$ cat src/rtl/qam_mod_pkg.sv
// Shared constants and the scheme encoding for the carrier modulator.
package qam_mod_pkg;
    localparam int BTN_W   = 4;   // button lines
    localparam int SYM_W   = 8;   // bits per symbol
    localparam int PHASE_W = 6;   // 64 samples per carrier cycle

    typedef enum logic [1:0] {
        SCH_BPSK   = 2'd0,
        SCH_QPSK   = 2'd1,
        SCH_QAM16  = 2'd2,
        SCH_QAM256 = 2'd3
    } scheme_e;
endpackage

$ cat src/rtl/qam_scheme_decode.sv
// Decodes the button vector into a scheme code.
// Assumes: btn[3] is the first button; any pattern other than a single
// press of buttons 2..4 falls back to binary phase.
module qam_scheme_decode
    import qam_mod_pkg::*;
(
    input  logic [BTN_W-1:0] btn,
    output scheme_e          scheme
);
    // Map each recognised pattern, default to the binary-phase scheme.
    always_comb begin
        case (btn)
            4'b0100: scheme = SCH_QPSK;
            4'b0010: scheme = SCH_QAM16;
            4'b0001: scheme = SCH_QAM256;
            default: scheme = SCH_BPSK;
        endcase
    end
endmodule

$ cat src/rtl/qam_level_map.sv
// Maps a symbol to I and Q amplitudes for the selected scheme.
// Assumes: FRAC_W >= 4 so every level is exact; amplitudes are zero
// when no symbol is live.
module qam_level_map
    import qam_mod_pkg::*;
#(
    parameter int SAMP_W = 15,
    parameter int FRAC_W = 10
) (
    input  scheme_e                  scheme,
    input  logic [SYM_W-1:0]         sym,
    input  logic                     live,
    output logic signed [SAMP_W-1:0] amp_i,
    output logic signed [SAMP_W-1:0] amp_q
);
    localparam int ONE    = 1 << FRAC_W;
    localparam int A_BPSK = ONE / 8;          // 0.125
    localparam int A_QPSK = (ONE * 3) / 16;   // 0.1875
    localparam int A_INN  = (ONE * 5) / 16;   // 0.3125
    localparam int A_OUT  = (ONE * 7) / 8;    // 0.875

    // Signed level from a polarity bit and a magnitude.
    function automatic logic signed [SAMP_W-1:0] polar(input logic pos, input int mag);
        return pos ? SAMP_W'(mag) : SAMP_W'(-mag);
    endfunction

    // 16-point axis: high bit is polarity, low bit picks the inner level.
    function automatic logic signed [SAMP_W-1:0] lvl16(input logic [1:0] b);
        return polar(b[1], b[0] ? A_INN : A_OUT);
    endfunction

    // 256-point axis: undo the offset Gray code, then level = 2k - 15.
    function automatic logic signed [SAMP_W-1:0] lvl256(input logic [3:0] n);
        logic [3:0] g;
        logic [3:0] k;
        g    = n ^ 4'b0001;
        k[3] = g[3];
        k[2] = k[3] ^ g[2];
        k[1] = k[2] ^ g[1];
        k[0] = k[1] ^ g[0];
        return SAMP_W'((2 * int'(k) - 15) * ONE);
    endfunction

    // Pick the axis amplitudes for the live scheme.
    always_comb begin
        amp_i = '0;
        amp_q = '0;
        if (live) begin
            case (scheme)
                SCH_BPSK: amp_i = polar(sym[0], A_BPSK);
                SCH_QPSK: begin
                    amp_i = polar(sym[1], A_QPSK);
                    amp_q = polar(sym[0], A_QPSK);
                end
                SCH_QAM16: begin
                    amp_i = lvl16(sym[3:2]);
                    amp_q = lvl16(sym[1:0]);
                end
                default: begin
                    amp_i = lvl256(sym[7:4]);
                    amp_q = lvl256(sym[3:0]);
                end
            endcase
        end
    end
endmodule

$ cat src/rtl/qam_carrier_nco.sv
// Free-running 64-step carrier generator with cosine and sine outputs.
// Assumes: FRAC_W >= 10; the quarter-wave table holds unit amplitude at
// 10 fraction bits and is shifted up for wider fractions.
module qam_carrier_nco
    import qam_mod_pkg::*;
#(
    parameter int SAMP_W = 15,
    parameter int FRAC_W = 10
) (
    input  logic                     clk,
    input  logic                     rst_n,
    output logic                     slot,
    output logic signed [SAMP_W-1:0] cos_s,
    output logic signed [SAMP_W-1:0] sin_s
);
    localparam logic [PHASE_W-1:0] QTR = PHASE_W'(1 << (PHASE_W - 2));

    logic [PHASE_W-1:0] phase;

    // First quadrant of the unit sine, 17 points.
    function automatic logic signed [SAMP_W-1:0] quarter(input logic [4:0] idx);
        int v;
        case (idx)
            5'd0:  v = 0;    5'd1:  v = 100;  5'd2:  v = 200;  5'd3:  v = 297;
            5'd4:  v = 392;  5'd5:  v = 483;  5'd6:  v = 569;  5'd7:  v = 650;
            5'd8:  v = 724;  5'd9:  v = 792;  5'd10: v = 851;  5'd11: v = 903;
            5'd12: v = 946;  5'd13: v = 980;  5'd14: v = 1004; 5'd15: v = 1019;
            5'd16: v = 1024;
            default: v = 0;
        endcase
        return SAMP_W'(v) <<< (FRAC_W - 10);
    endfunction

    // Full-cycle sine from quadrant symmetry.
    function automatic logic signed [SAMP_W-1:0] sine(input logic [PHASE_W-1:0] p);
        logic [4:0] idx;
        logic signed [SAMP_W-1:0] mag;
        idx = p[4] ? (5'd16 - {1'b0, p[3:0]}) : {1'b0, p[3:0]};
        mag = quarter(idx);
        return p[5] ? -mag : mag;
    endfunction

    // Advance the phase one step per clock.
    always_ff @(posedge clk) begin
        if (!rst_n) phase <= '0;
        else        phase <= phase + 1'b1;
    end

    // Carrier samples and the symbol slot flag for the current phase.
    always_comb begin
        slot  = (phase == '1);
        sin_s = sine(phase);
        cos_s = sine(phase + QTR);
    end
endmodule

$ cat src/rtl/qam_carrier_mod.sv
// Top of the selectable modulator: captures a symbol and scheme once per
// carrier cycle, maps them to amplitudes and mixes them with the carrier.
// Assumes: one sample per clock; outputs are registered, one clock after
// the phase they belong to.
module qam_carrier_mod
    import qam_mod_pkg::*;
#(
    parameter int SAMP_W = 15,
    parameter int FRAC_W = 10
) (
    input  logic                     clk,
    input  logic                     rst_n,
    input  logic [BTN_W-1:0]         btn,
    input  logic                     sym_valid,
    input  logic [SYM_W-1:0]         sym_data,
    output logic                     sym_req,
    output logic signed [SAMP_W-1:0] mod_i,
    output logic signed [SAMP_W-1:0] mod_q
);
    localparam int PROD_W = 2 * SAMP_W;
    localparam int HALF   = 1 << (FRAC_W - 1);

    scheme_e                  scheme_dec;
    scheme_e                  scheme_act;
    logic [SYM_W-1:0]         sym_act;
    logic                     live;
    logic                     slot;
    logic signed [SAMP_W-1:0] amp_i, amp_q, cos_s, sin_s;
    logic signed [SAMP_W-1:0] amp  [2];
    logic signed [SAMP_W-1:0] carr [2];

    qam_scheme_decode u_dec (
        .btn    (btn),
        .scheme (scheme_dec)
    );

    qam_carrier_nco #(.SAMP_W(SAMP_W), .FRAC_W(FRAC_W)) u_nco (
        .clk   (clk),
        .rst_n (rst_n),
        .slot  (slot),
        .cos_s (cos_s),
        .sin_s (sin_s)
    );

    qam_level_map #(.SAMP_W(SAMP_W), .FRAC_W(FRAC_W)) u_map (
        .scheme (scheme_act),
        .sym    (sym_act),
        .live   (live),
        .amp_i  (amp_i),
        .amp_q  (amp_q)
    );

    // Take symbol, validity and scheme only at the end of a carrier cycle.
    always_ff @(posedge clk) begin
        if (!rst_n) begin
            scheme_act <= SCH_BPSK;
            sym_act    <= '0;
            live       <= 1'b0;
        end else if (slot) begin
            scheme_act <= scheme_dec;
            sym_act    <= sym_data;
            live       <= sym_valid;
        end
    end

    // Pair each amplitude with its carrier: I with cosine, Q with sine.
    always_comb begin
        amp[0]  = amp_i;
        amp[1]  = amp_q;
        carr[0] = cos_s;
        carr[1] = sin_s;
    end

    for (genvar b = 0; b < 2; b++) begin : g_branch
        logic signed [PROD_W-1:0] prod;
        logic signed [PROD_W-1:0] prod_rnd;
        logic signed [SAMP_W-1:0] smp_q;

        // Full product, rounded half up back to FRAC_W fraction bits.
        always_comb begin
            prod     = amp[b] * carr[b];
            prod_rnd = (prod + PROD_W'(HALF)) >>> FRAC_W;
        end

        // Register the branch output.
        always_ff @(posedge clk) begin
            if (!rst_n) smp_q <= '0;
            else        smp_q <= prod_rnd[SAMP_W-1:0];
        end
    end

    assign sym_req = slot;
    assign mod_i   = g_branch[0].smp_q;
    assign mod_q   = g_branch[1].smp_q;
endmodule

$ cat config.mk
export PLATFORM = sky130hd
export DESIGN_NAME = qam_carrier_mod
export DESIGN_NICKNAME = d
export VERILOG_FILES = /design/src/rtl/qam_mod_pkg.sv /design/src/rtl/qam_scheme_decode.sv /design/src/rtl/qam_level_map.sv /design/src/rtl/qam_carrier_nco.sv /design/src/rtl/qam_carrier_mod.sv
export SDC_FILE = /design/constraint.sdc
export NUM_CORES = 1
export LEC_CHECK = 0
export CAP_MARGIN = 20
export CORE_MARGIN = 5
export CORE_UTILIZATION = 30
export DETAILED_ROUTE_END_ITERATION = 12
export DONT_BUFFER_PORTS = 1
export PLACE_DENSITY = 0.48
export SYNTH_ARGS = -nofsm -noshare
export SYNTH_HDL_FRONTEND = slang
export SYNTH_HIERARCHICAL = 1
export SYNTH_SLANG_ARGS = --single-unit
$ cat constraint.sdc
create_clock -name clk -period 25.4 [get_ports clk]
set_clock_uncertainty 0.2 [all_clocks]
set_input_delay 1.27 -clock clk [delete_from_list [all_inputs] [get_ports clk]]
set_output_delay 1.27 -clock clk [all_outputs]
set_load 0.05 [all_outputs]
==> impl_metrics.py <==
metrics = {
    "route": {
        "drc": 0,
        "routedWlPerCell_um": 16.2,
        "drtIter0Drc": 600,
        "dr.pass1.iters": 7,
        "via_per_inst": 4.58,
        "postRouteAntennaNets": 0,
        "num_vias": 12500,
        "routed_wirelength_um": 44200,
    },
    "yosys": {
        "async_flop_share_pct": 0,
        "synth_warnings": 6,
        "ys_seq_elements": 47,
        "ys_types": 81,
        "ys_seq_area_share_pct": 5.34,
        "synth_top_area_share_pct": 41.8,
        "synth.avg_cell_area_um2": 8.77,
        "yosysMostFrequentCell": "inv_1",
        "synth_flop_cell": "dfxtp_1",
        "yosysTopAreaCell": "fa_1",
        "synth_area_um2": 17600,
        "syn_inst": 2010,
        "synth_area_leaders": "fa_1 42%, ha_1 11%, inv_1 9.9%, and2_1 6.8%, dfxtp_1 5.3%",
        "synth_edf_count": 0,
        "synth_commonest_cells": "464 x inv_1, 368 x fa_1, 245 x nand2_1",
    },
    "die": {
        "initial_core_util_pct": 30.4,
        "core_area_um2": 57900,
        "die_x_um": 252,
        "die_y_um": 252,
        "design.portCount": 46,
        "row_count": 88,
        "die-area_um2": 63700,
    },
    "clock_network": {
        "htree_levels": 2,
        "clk_pin_slew_ns": 0.08,
        "numClockSinks": 47,
        "cts_tree": "done",
        "cts-resized-gates": 0,
        "cts_setup_buffers": 0,
        "cts-root-buf": "clkbuf_16",
        "clk_latency_ns": 0.33,
        "numCtsBuffers": 5,
        "clock_path_buffers": 2,
        "hold_buffers": 0,
    },
    "setup_path": {
        "crit_path_max_incr_delay_ns": 0.80,
        "critical_path_class": "reg -> reg",
        "crit_path_frequent_cell": "fa_1",
        "crit_path_end_kind": "flop",
        "crit_fanout": 18,
        "worstSetupStartpointType": "flop",
        "critPathSlowestCell": "dfxtp_1",
        "cp.required_ns": 25.45,
        "cp.arrival_ns": 10.19,
    },
    "timing": {
        "rsz0062_at_grt": "false",
        "setup_tns_ns": 0,
        "fin_crit_ns": 10.13,
        "fmax_mhz": 98.7,
        "finalHoldViolCount": 0,
        "setup_viol_count_final": 0,
        "finalCritPeriodShare_pct": 39.9,
        "tightest_slew_ns": 1.07,
        "setup_slack_ns": 15.27,
        "slew_viol_final": 0,
        "relSlewSlack_pct": 27.7,
    },
    "grt": {
        "antenna_found_initial": 1,
        "grt_first_pass_wirelength_um": 73900,
        "met2_usage_pct": 25.6,
        "use_met3_pct": 1.77,
        "grt-ovfl-total": 0,
        "grt_busiest_layer": "met2",
        "grt_pass1_vias": 13800,
        "grt_max_degree": 41,
        "grt_use_met1_pct": 18.7,
        "track_usage_pct": 14.4,
    },
    "final_layout": {
        "num-nets-final": 2501,
        "fill_cells": 6177,
        "diodes": 0,
        "regArea_um2": 941,
        "layout-drive-gt1-share_pct": 4.37,
        "multi_input_comb_area_um2": 14600,
        "area_growth_pct": 5.90,
    },
    "placed_design": {
        "detailed_place_hpwl_um": 35300,
        "pre_cts_ws_ns": 14.82,
        "place.gp.congestion": 0.819,
        "port_buffers": 0,
    },
    "hold_path": {
        "hold_class": "reg -> reg",
    },
    "outcome": {
        "outcome": "finished clean",
    },
    "power_and_ir_drop": {
        "power_leakage_nw": 9.24,
        "p_per_area_nw_per_um2": 30.0,
        "peakVddDrop_mv": 0.0471,
    },
    "job": {
        "drv_cap": 0,
    },
}
-- worst max-delay path, delay by kind of cell (launching register included) --
kind,cells,cell delay [ns]
buffers and inverters,5,0.57
AOI/OAI and AO/OA,9,1.79
and+or+nand+nor,8,1.36
xor gates and xnor gates,1,0.70
DFF,1,0.80
adders and majority gates,10,4.60
-- layout by cell type (no fill, tap or decap), types with 5 or more instances in the layout --
master	instances
nor2_1	76
o31ai_1	6
a211oi_1	11
buf_4	34
a31oi_1	6
or3_1	8
and3_1	6
nand2_1	245
fa_1	368
mux2i_1	16
o21ai_0	23
conb_1	12
nor2b_1	5
dfxtp_1	47
nand2b_1	21
and2_1	193
xor2_1	22
xnor2_1	61
a21oi_1	35
nand3_1	14
a21o_1	5
xnor2_2	7
o211ai_1	5
nor3_1	26
inv_1	463
clkbuf_16	5
ha_1	151
-- metal layers --
layer | wire, µm | vias to the layer above
met5 | 13 | -
met4 | 981 | 2
met3 | 1530 | 36
met2 | 22400 | 200
met1 | 19300 | 6415
li1 | - | 5873
-- final timing paths --
path	startpoint	end	slack [ns]	cells after the start
setup reg to reg	u_nco/phase[0]$_SDFF_PN0_	mod_q[12]$_SDFF_PN0_	15.27	33
setup / recovery	u_nco/phase[0]$_SDFF_PN0_	mod_q[12]$_SDFF_PN0_	15.27	33
hold reg to reg	sym_act[5]$_SDFFE_PN0P_	sym_act[5]$_SDFFE_PN0P_	0.32	2
hold / removal	sym_act[5]$_SDFFE_PN0P_	sym_act[5]$_SDFFE_PN0P_	0.32	2
-- metrics by stage --
stage | instances | utilization [%] | total power [mW] | hold WS, ns | area [µm²]
6_report | 2732 | 32.2 | 0.560 | 0.321 | 18700
5_1_grt | 2732 | 32.2 | 0.630 | 0.386 | 18700
4_1_cts | 2732 | 32.2 | 0.556 | 0.326 | 18700
3_5_place_dp | 2725 | 32.0 | 0.462 | 0.308 | 18500
3_3_place_gp | 2725 | 32.0 | 0.460 | 0.293 | 18500
2_1_floorplan | 2021 | - | 0.383 | 0.255 | 17700
-- cell families after synthesis --
logic type / count (synthesis) / share of synthesized area (%)
AOI/OAI and AO/OA: 141 / 5.74
xor gates and xnor gates: 94 / 4.79
adders and majority gates: 519 / 52.5
buffers and inverters: 560 / 12.5
DFF: 47 / 5.34
muxes: 20 / 1.38
other: 1 / 0.0213
and+or+nand+nor: 628 / 17.8
-- registers in the layout, summed over array words and instances (netlist names) --
| name | count |
|---|---|
| live | 1 |
| mod_i | 15 |
| scheme_act | 2 |
| mod_q | 15 |
| u_nco/phase | 6 |
| sym_act | 8 |
-- layout make-up --
| cell class | instances | share of cell area, % |
|---|---|---|
| well taps | 765 | 5.13 |
| repair buffers | 34 | 1.37 |
| flip-flops and latches | 47 | 5.04 |
| clock buffers | 6 | 0.690 |
| inverters | 465 | 9.35 |
| clock inverters | 1 | 0.161 |
| multi-input cells | 1414 | 78.3 |
-- where the power goes --
part	internal, mW	leakage, nW	total, mW	switching, mW
combinational	0.142	8.78	0.374	0.232
clock	0.0463	0.0769	0.0847	0.0384
sequential	0.0799	0.381	0.101	0.0216
total	0.268	9.24	0.560	0.292
(Power assumes the default switching activity.)
